<file path="src/rtl/pci_irq_router_pkg.sv">
package pci_irq_router_pkg;
  localparam int unsigned NUM_PINS = 4;
  localparam int unsigned IRQ_W    = 8;
  localparam int unsigned IDX_W    = $clog2(NUM_PINS);
  localparam int unsigned CTRL_W   = 32;
  localparam int unsigned ERR_BIT  = 24;
  localparam logic [IRQ_W-1:0] UNSET = '1;

  typedef logic [IRQ_W-1:0] irq_num_t;

  typedef enum logic [1:0] {
    MODE_SHARED    = 2'd0,
    MODE_SHARED_D1 = 2'd1,
    MODE_PERPIN    = 2'd2,
    MODE_PERPIN_D4 = 2'd3
  } route_mode_e;

  function automatic irq_num_t dma_offset(route_mode_e m);
    case (m)
      MODE_SHARED_D1: return irq_num_t'(1);
      MODE_PERPIN_D4: return irq_num_t'(4);
      default:        return '0;
    endcase
  endfunction
endpackage

</file>
<file path="src/rtl/pci_irq_table.sv">
module pci_irq_table
  import pci_irq_router_pkg::*;
(
  input  logic                                 clk_i,
  input  logic                                 rst_ni,
  input  logic                                 wr_en_i,
  input  logic [IDX_W-1:0]                     wr_idx_i,
  input  irq_num_t                             wr_data_i,
  input  route_mode_e                          mode_i,
  input  irq_num_t                             base_i,
  output logic [NUM_PINS-1:0][IRQ_W-1:0]       eff_o,
  output logic [NUM_PINS-1:0]                  mask_o
);
  for (genvar p = 0; p < NUM_PINS; p++) begin : g_entry
    irq_num_t entry_q;
    irq_num_t dflt;

    always_ff @(posedge clk_i or negedge rst_ni) begin
      if (!rst_ni)                                  entry_q <= UNSET;
      else if (wr_en_i && wr_idx_i == IDX_W'(p))    entry_q <= wr_data_i;
    end

    // per-pin modes spread the pins over consecutive lines
    always_comb begin
      dflt = mode_i[1] ? irq_num_t'(base_i + irq_num_t'(p)) : base_i;
      eff_o[p]  = (entry_q == UNSET) ? dflt : entry_q;
      mask_o[p] = |eff_o[p];
    end
  end
endmodule

</file>
<file path="src/rtl/pci_irq_rotator.sv">
module pci_irq_rotator
  import pci_irq_router_pkg::*;
#(
  parameter int unsigned SLOT_W = 5,
  parameter int unsigned PIN_W  = 3
) (
  input  logic                           bus0_i,
  input  logic [SLOT_W-1:0]              slot_i,
  input  logic [PIN_W-1:0]               pin_i,
  input  logic [NUM_PINS-1:0][IRQ_W-1:0] eff_i,
  output irq_num_t                       irq_o
);
  logic             pin_ok;
  logic [IDX_W-1:0] pin_m1;
  logic [IDX_W-1:0] idx;

  always_comb begin
    pin_ok = (pin_i >= PIN_W'(1)) && (pin_i <= PIN_W'(NUM_PINS));
    pin_m1 = IDX_W'(pin_i - PIN_W'(1));
    idx    = bus0_i ? IDX_W'(slot_i + SLOT_W'(pin_m1)) : pin_m1;
    irq_o  = pin_ok ? eff_i[idx] : '0;
  end
endmodule

</file>
<file path="src/rtl/pci_irq_fanout.sv">
module pci_irq_fanout
  import pci_irq_router_pkg::*;
#(
  parameter int unsigned NUM_SYS = 32
) (
  input  logic                           clk_i,
  input  logic                           rst_ni,
  input  logic [NUM_PINS-1:0]            pin_raw_i,
  input  logic [NUM_PINS-1:0][IRQ_W-1:0] eff_i,
  input  logic [NUM_PINS-1:0]            mask_i,
  input  logic                           dma_irq_i,
  input  irq_num_t                       dma_line_i,
  input  logic                           err_irq_i,
  input  logic                           err_en_i,
  input  irq_num_t                       base_i,
  output logic [NUM_SYS-1:0]             sys_irq_o
);
  logic [NUM_SYS-1:0] hit_d;

  for (genvar n = 0; n < NUM_SYS; n++) begin : g_line
    always_comb begin
      hit_d[n] = 1'b0;
      for (int p = 0; p < NUM_PINS; p++)
        if (pin_raw_i[p] && mask_i[p] && eff_i[p] == irq_num_t'(n)) hit_d[n] = 1'b1;
      if (dma_irq_i && dma_line_i == irq_num_t'(n))            hit_d[n] = 1'b1;
      if (err_irq_i && err_en_i && base_i == irq_num_t'(n))    hit_d[n] = 1'b1;
    end
  end

  always_ff @(posedge clk_i or negedge rst_ni) begin
    if (!rst_ni) sys_irq_o <= '0;
    else         sys_irq_o <= hit_d;
  end
endmodule

</file>
<file path="src/rtl/pci_irq_router.sv">
module pci_irq_router
  import pci_irq_router_pkg::*;
#(
  parameter int unsigned NUM_SYS = 32,
  parameter int unsigned SLOT_W  = 5,
  parameter int unsigned PIN_W   = 3
) (
  input  logic                clk_i,
  input  logic                rst_ni,
  input  logic [1:0]          mode_i,
  input  logic [7:0]          base_irq_i,
  input  logic                err_en_i,
  input  logic                wr_en_i,
  input  logic [1:0]          wr_idx_i,
  input  logic [7:0]          wr_data_i,
  input  logic                lu_valid_i,
  input  logic                lu_bus0_i,
  input  logic [SLOT_W-1:0]   lu_slot_i,
  input  logic [PIN_W-1:0]    lu_pin_i,
  output logic                lu_valid_o,
  output logic [7:0]          lu_irq_o,
  input  logic [3:0]          pin_raw_i,
  input  logic                dma_irq_i,
  input  logic                err_irq_i,
  output logic [7:0]          dma_line_o,
  output logic [31:0]         ctrl_o,
  output logic [NUM_SYS-1:0]  sys_irq_o
);
  route_mode_e                    mode;
  logic [NUM_PINS-1:0][IRQ_W-1:0] eff;
  logic [NUM_PINS-1:0]            mask;
  irq_num_t                       lu_irq_d;

  assign mode = route_mode_e'(mode_i);

  pci_irq_table u_table (
    .clk_i     (clk_i),
    .rst_ni    (rst_ni),
    .wr_en_i   (wr_en_i),
    .wr_idx_i  (wr_idx_i),
    .wr_data_i (wr_data_i),
    .mode_i    (mode),
    .base_i    (base_irq_i),
    .eff_o     (eff),
    .mask_o    (mask)
  );

  pci_irq_rotator #(.SLOT_W(SLOT_W), .PIN_W(PIN_W)) u_rot (
    .bus0_i (lu_bus0_i),
    .slot_i (lu_slot_i),
    .pin_i  (lu_pin_i),
    .eff_i  (eff),
    .irq_o  (lu_irq_d)
  );

  always_ff @(posedge clk_i or negedge rst_ni) begin
    if (!rst_ni) begin
      lu_valid_o <= 1'b0;
      lu_irq_o   <= '0;
    end else begin
      lu_valid_o <= lu_valid_i;
      if (lu_valid_i) lu_irq_o <= lu_irq_d;
    end
  end

  assign dma_line_o = irq_num_t'(base_irq_i + dma_offset(mode));

  always_comb begin
    ctrl_o                   = '0;
    ctrl_o[NUM_PINS-1:0]     = mask;
    ctrl_o[ERR_BIT]          = err_en_i;
  end

  pci_irq_fanout #(.NUM_SYS(NUM_SYS)) u_fan (
    .clk_i      (clk_i),
    .rst_ni     (rst_ni),
    .pin_raw_i  (pin_raw_i),
    .eff_i      (eff),
    .mask_i     (mask),
    .dma_irq_i  (dma_irq_i),
    .dma_line_i (dma_line_o),
    .err_irq_i  (err_irq_i),
    .err_en_i   (err_en_i),
    .base_i     (base_irq_i),
    .sys_irq_o  (sys_irq_o)
  );
endmodule

</file>
<file path="config.mk">
export PLATFORM = sky130hd
export DESIGN_NAME = pci_irq_router
export DESIGN_NICKNAME = d
export VERILOG_FILES = /design/src/rtl/pci_irq_router_pkg.sv /design/src/rtl/pci_irq_table.sv /design/src/rtl/pci_irq_rotator.sv /design/src/rtl/pci_irq_fanout.sv /design/src/rtl/pci_irq_router.sv
export SDC_FILE = /design/constraint.sdc
export NUM_CORES = 1
export LEC_CHECK = 0
export BUFFER_PORTS_ARGS = -buffer_cell sky130_fd_sc_hd__buf_2
export CAP_MARGIN = 5
export CELL_PAD_IN_SITES_DETAIL_PLACEMENT = 0
export CELL_PAD_IN_SITES_GLOBAL_PLACEMENT = 1
export CORE_MARGIN = 2
export CORE_UTILIZATION = 34
export DETAILED_ROUTE_END_ITERATION = 10
export GPL_TIMING_DRIVEN = 0
export MAX_ROUTING_LAYER = met4
export PLACE_DENSITY_LB_ADDON = 0.1
export SYNTH_ARGS = -nofsm -noshare
export SYNTH_HDL_FRONTEND = slang
export SYNTH_SLANG_ARGS = --single-unit
</file>
<file path="constraint.sdc">
create_clock -name clk_i -period 4.1 [get_ports clk_i]
set_input_delay 0 -clock clk_i [delete_from_list [all_inputs] [get_ports clk_i]]
set_output_delay 0 -clock clk_i [all_outputs]
set_load 0.005 [all_outputs]
</file>
==> flow_summary_export.csv, run 1 <==
group,metric,value,unit
outcome,status,"complete, no violations",
global_route,grt_pass1_wl,37.2,mm
floorplan,die-area,0.0190,sq mm
routing,wl_per_cell,23.3,microns
clock_tree,clock_sinks,73,
routing,first_pass_iters,7,
pwr,power.density,369,mW/mm^2
floorplan,io_pins,121,
critical_path,cp-end-kind,"flop",
logic_synthesis,synth_area,0.00609,sq mm
floorplan,dieWidth,138,microns
logic_synthesis,synth_xor_area_frac,0.0230,
sta,setup_tns,0,ns
sta,worstMarginPinSlew,1.04,ns
logic_synthesis,synthFlopType,"dfrtp_1",
routing,vias,6334,
sta,drv_slew,0,
sta,slew_headroom,0.294,
critical_path,critPathTopFamily,"compound AO/OA/AOI/OAI gates",
clock_tree,cts.repair.resized,0,
pwr,ir_drop,0.266,mV
logic_synthesis,synth_top_family_by_area,"simple AND/OR/NAND/NOR gates",
clock_tree,htree_levels,3,
global_route,antenna_found_initial,0,
logic_synthesis,yosysSeqAreaShare,0.307,
logic_synthesis,synth-compound-area-share,0.214,
clock_tree,cts-root-buf,"clkbuf_16",
placement,place_congestion,0.958,
placement,hpwl,20.4,mm
sta,min_period,3.29,ns
critical_path,required,4.27,ns
finish,finish.utilization,0.422,
logic_synthesis,yosys_warnings,0,
clock_tree,clk_pin_slew,0.06,ns
logic_synthesis,synth-simple-area-share,0.270,
finish,nets,907,
routing,wl,25.2,mm
finish,nFillCells,1796,
finish,register_area,0.00187,sq mm
finish,diodes,0,
logic_synthesis,avgSynthCellArea,8.47,sq um
critical_path,critPathMaxFanout,9,
sta,whs,0.0965,ns
finish,area_delta_synth_final,20.6,%
run,cap_viol_max_count,0,
logic_synthesis,synth_seq_cells,73,
global_route,grtUsageTotal,0.279,
logic_synthesis,syn_inst,719,
logic_synthesis,synthArstFlopShare,1.00,
floorplan,die_h,138,microns
placement,port_buffers,88,
clock_tree,cts_tree,"yes",
sta,period_share,0.803,
sta,setup_violations,0,
logic_synthesis,ys_types,74,
critical_path,cp_slowest_stage_delay,0.80,ns
finish,drive_above_1_share,0.278,
pwr,p_leak,0.00312,uW
critical_path,cp_data_arrival_time,3.46,ns
floorplan,coreArea,0.0174,sq mm
clock_tree,cts_buffers,9,
critical_path,critPathKind,"flop to flop",
routing,drt-initial-drc-count,606,
sta,timing.fmax,304,MHz
global_route,first_global_vias,5941,
min_path,hold_class,"input pin to flop",
routing,final_antenna_net_count,0,
critical_path,cp-start-kind,"flop",
sta,skew,0.00984,ns
global_route,grt_max_degree,74,
clock_tree,insertion_delay,0.35,ns
sta,hold_viol_final,0,
floorplan,rows,48,
finish,multi_input_area,0.00378,sq mm
routing,drcViolationCount,0,
critical_path,worst-path-buf-inv,2,
global_route,overflow,0,
logic_synthesis,synthAdderAreaFrac,0.0267,
logic_synthesis,muxShareOfSynthArea,0.0701,
critical_path,path_cells,"buf_2, nand4_1, o41ai_1, nand4bb_1, buf_2, nor2_1, a222oi_1, nand4_1",
clock_tree,clk_path_buf_depth,2,
logic_synthesis,synth-edff-count,0,
sta,rsz0062_at_grt,"no",
critical_path,crit_path_top_delay_cell,"o41ai_1",
floorplan,start_util,0.350,
routing,via_per_inst,5.84,
## layout make-up
type | instances | share of cell area
flip-flops and latches | 73 | 0.254
clock buffers | 11 | 0.0375
plain buffers | 70 | 0.0600
clock inverters | 5 | 0.00784
repair buffers | 98 | 0.0739
well taps | 225 | 0.0383
multi-input cells | 575 | 0.514
inverters | 27 | 0.0138
## worst paths after layout
path                                               start                       endpoint  slack [ns]  depth (start not counted)
setup / recovery           u_table.g_entry[0].entry_q[2]            u_fan.sys_irq_o[16]        0.81                          8
hold / removal                               wr_idx_i[1]  u_table.g_entry[0].entry_q[0]         0.1                          3
setup reg to reg           u_table.g_entry[0].entry_q[2]            u_fan.sys_irq_o[16]        0.81                          8
hold reg to reg                              lu_irq_o[2]                    lu_irq_o[2]        0.51                          1
max in group asynchronous                         rst_ni                    lu_irq_o[7]        3.18                          2
min in group asynchronous                         rst_ni             u_fan.sys_irq_o[0]        0.29                          2
## power by group
| part | leakage, uW | internal (uW) | switching [uW] |
|---|---|---|---|
| Combinational | 0.00206 | 314 | 579 |
| Clock | 0.000166 | 546 | 316 |
| Sequential | 0.000899 | 853 | 98.7 |
| Total | 0.00312 | 1710 | 994 |
## synth_stat cells (all sizes together), types with 6 or more instances
| cell type | n | share of area |
|---|---|---|
| and3 | 6 | 0.0062 |
| o21a | 11 | 0.014 |
| a211oi | 8 | 0.0099 |
| o32ai | 11 | 0.016 |
| clkbuf | 19 | 0.014 |
| a32oi | 15 | 0.022 |
| dfstp | 32 | 0.14 |
| nor3 | 24 | 0.021 |
| mux2 | 31 | 0.057 |
| nand4 | 38 | 0.040 |
| buf | 51 | 0.058 |
| nor2 | 51 | 0.031 |
| o31ai | 12 | 0.015 |
| inv | 27 | 0.017 |
| a21oi | 16 | 0.013 |
| o21ai | 22 | 0.018 |
| nor3b | 6 | 0.0074 |
| a221oi | 17 | 0.024 |
| ha | 13 | 0.027 |
| nand2 | 61 | 0.038 |
| o22ai | 15 | 0.015 |
| nand2b | 13 | 0.013 |
| xor2 | 8 | 0.012 |
| xnor2 | 8 | 0.012 |
| and2 | 6 | 0.0062 |
| o31a | 11 | 0.018 |
| nor2b | 7 | 0.0072 |
| dfrtp | 41 | 0.17 |
| nand3 | 69 | 0.057 |
| nor4 | 8 | 0.016 |
## state kept, by name, summed over array words and instances (netlist names)
name                     cells
lu_irq_o                     8
u_fan.sys_irq_o             32
u_table.g_entry.entry_q     32
lu_valid_o                   1
## cell usage in the layout, fill, tap and decap left out, types with 15 or more instances in the layout
master / netlist / layout
nor3_1: 22 / 22
nand4_1: 37 / 37
nand2_1: 61 / 61
conb_1: 1 / 27
a221oi_1: 17 / 17
o21ai_0: 18 / 18
dfstp_2: 32 / 32
buf_2: 17 / 104
nand3_1: 69 / 69
mux2_2: 31 / 31
inv_1: 27 / 27
nor2_1: 51 / 51
a32oi_1: 15 / 15
buf_4: 30 / 31
clkbuf_1: 17 / 17
a21oi_1: 16 / 16
o22ai_1: 15 / 15
dfrtp_1: 41 / 41
## cell families (layout without fill, tap and decap cells)
logic type / Yosys count / count (layout)
AND/OR/NAND/NOR: 310 / 310
flip-flops: 73 / 73
buffers and inverters: 97 / 211
other: 1 / 27
XOR/XNOR: 16 / 16
AO/OA/AOI/OAI: 174 / 174
multiplexers: 35 / 35
adder cells (fa/ha/maj): 13 / 13
## per-stage QoR
step / std cells / setup slack (ns) / area (sq um) / total power, uW
2_1_floorplan: 745 / 1.53 / 6190 / 1490
3_3_place_gp: 1058 / 0.662 / 6910 / 1820
3_5_place_dp: 1058 / 0.587 / 6910 / 1830
4_1_cts: 1084 / 0.833 / 7340 / 2710
5_1_grt: 1084 / 0.622 / 7340 / 2840
6_report: 1084 / 0.808 / 7340 / 2710
## worst reg2reg max path, cell delays in order, from the launching register on
cell and delay [ns]:
dfstp_2 0.52, buf_2 0.22, nand4_1 0.30, o41ai_1 0.80, nand4bb_1 0.21, buf_2 0.19
nor2_1 0.14, a222oi_1 0.50, nand4_1 0.24
## what timing repair did
action | 4_1_cts | 5_1_grt
hold buffers | 10 | 0
setup buffers | 0 | 0
endpoints found under the hold margin | 78 | 0
## per-layer routing
layer	wire (microns)	track usage	vias to the layer above
li1	-	-	2956
met1	10700	0.351	3051
met2	12300	0.457	283
met3	1330	0.0361	44
met4	904	0.105	0
met5	0	-	-
(Power assumes the default switching activity.)
==> inputs of run 2 (changes only) <==
==> constraint.sdc (replaced) <==
create_clock -name clk_i -period 3.2 [get_ports clk_i]
set_input_delay 0 -clock clk_i [delete_from_list [all_inputs] [get_ports clk_i]]
set_output_delay 0 -clock clk_i [all_outputs]
set_load 0.005 [all_outputs]
==> run 2 against run 1 <==
Against the previous run:
- sequential share of layout area down 0.26 points
- clock-buffer cell count unchanged
- hold slack better by 0.0043 ns
- first-iteration DRC count up 5.1%
- cell count unchanged
- highest routed layer unchanged
- sequential cell count unchanged
- global-route usage unchanged
- sequential power up 28%
==> flow_summary_export.csv, run 2 (same netlist as run 1, synthesis figures left out) <==
group,metric,value,unit
floorplan,coreArea,0.0174,sq mm
sta,setup_ws,0.116,ns
pwr,ir_drop,0.346,mV
finish,area_delta_synth_final,21.8,%
finish,mostFrequentLayoutCells,"104 x buf_2, 69 x nand3_1, 61 x nand2_1",
critical_path,critPathMaxFanout,7,
placement,place_ws,-0.313,ns
floorplan,die_h,138,microns
sta,timing.fmax,324,MHz
min_path,worstHoldPathCells,3,
floorplan,dieWidth,138,microns
sta,hold_viol_final,0,
routing,final_antenna_net_count,0,
critical_path,r2r_slack,0.12,ns
clock_tree,clk_path_buf_depth,2,
floorplan,rows,48,
placement,place_congestion,0.958,
pwr,finalPower,3490,uW
sta,period_share,0.964,
finish,nFillCells,1790,
critical_path,critPathLaunch,"u_table.g_entry[3].entry_q[1]",
routing,first_pass_iters,6,
global_route,grt_pass1_wl,37.2,mm
sta,min_period,3.08,ns
clock_tree,clk_pin_slew,0.06,ns
run,cap_viol_max_count,0,
floorplan,start_util,0.350,
critical_path,reg2reg_from,"u_table.g_entry[3].entry_q[1]",
outcome,status,"complete, no violations",
sta,skew,0.00998,ns
pwr,power.density,471,mW/mm^2
critical_path,reg2reg_depth,7,
global_route,antenna_found_initial,0,
critical_path,cp-end-kind,"flop",
floorplan,die-area,0.0190,sq mm
critical_path,cp-start-kind,"flop",
routing,vias,6331,
routing,wl,25.3,mm
sta,drv_slew,0,
clock_tree,cts_tree,"yes",
routing,wl_per_cell,23.3,microns
clock_tree,htree_levels,3,
global_route,overflow,0,
sta,slew_headroom,0.277,
clock_tree,insertion_delay,0.35,ns
clock_tree,cts_buffers,9,
sta,worstMarginPinSlew,1.07,ns
min_path,hold_class,"input pin to flop",
clock_tree,cts-root-buf,"clkbuf_16",
finish,final_common_cell,"buf_2",
finish,drive_above_1_share,0.288,
routing,via_per_inst,5.84,
placement,hpwl,20.4,mm
critical_path,cp_data_arrival_time,3.36,ns
finish,diodes,0,
sta,rsz0062_at_grt,"no",
global_route,grt_max_degree,74,
global_route,grtUsageTotal,0.279,
global_route,first_global_vias,5944,
routing,drcViolationCount,0,
critical_path,setup.worst_path.end,"u_fan.sys_irq_o[13]",
critical_path,critPathKind,"flop to flop",
clock_tree,clock_sinks,73,
critical_path,r2r-end,"u_fan.sys_irq_o[13]",
pwr,p_leak,0.00315,uW
critical_path,required,3.48,ns
finish,top_regs,"u_fan.sys_irq_o x32, u_table.g_entry.entry_q x32, lu_irq_o x8",
sta,setup_violations,0,
floorplan,io_pins,121,
finish,nets,907,
routing,drt-initial-drc-count,637,
placement,port_buffers,88,
==> run 2: cell type report <==
type	count	area, sq um	area share
inverter	27	101	0.0137
sequential	73	1870	0.252
buffer	69	438	0.0590
tap	225	282	0.0379
timing repair buffer	99	551	0.0742
clock inverter	5	57.6	0.00776
multi-input combinational	575	3850	0.519
clock buffer	11	275	0.0371
==> run 2: power by group <==
part	leakage, uW	switching (uW)	internal [uW]
Clock	0.000166	405	699
Sequential	0.000899	131	1090
Combinational	0.00209	751	413
==> run 2: worst min-delay path by stage <==
stage	start	to	slack, ns
finish	wr_idx_i[1]	u_table.g_entry[0].entry_q[0]	0.10
detailed placement	rst_ni	u_fan.sys_irq_o[0]	0.19
global placement	lu_valid_i	lu_valid_o	0.21
floorplan	rst_ni	lu_irq_o[0]	-0.30
global route	wr_idx_i[0]	u_table.g_entry[0].entry_q[0]	0.11
CTS	wr_idx_i[1]	u_table.g_entry[0].entry_q[0]	0.09
==> run 2: critical path, stage by stage, from the launching register on <==
cell and delay (ns):
dfstp_2 0.63, nand4_1 0.16, or2_1 0.25, clkbuf_1 0.17, o21ai_1 0.44, nor4b_1 0.92
a221oi_1 0.32, nand2_1 0.13
==> run 2: timing repair <==
item                       CTS  global route
setup endpoints to repair    4            15
hold buffers                10             0
pin swaps                    0             1
gates cloned                 0             0
setup buffers                0             1
resized for setup            3            10
hold endpoints to repair    78             0
==> run 2: through the flow <==
step	std cells	instance area (sq um)	util	hold slack [ns]	setup TNS, ns
floorplan	745	6190	-	-0.296	0
finish	1084	7420	0.426	0.101	0
global placement	1058	6910	0.397	0.213	-1.43
global route	1084	7420	0.426	0.112	0
CTS	1084	7360	0.423	0.0858	0
detailed placement	1058	6910	0.397	0.193	-1.68
==> run 2: metal layers <==
layer	vias to the layer above	share of wire	track usage	wire length, microns
li1	2958	-	-	-
met1	3056	0.42	0.351	10600
met2	267	0.49	0.457	12300
met3	50	0.054	0.0361	1370
met4	0	0.039	0.105	993
met5	-	0	-	0
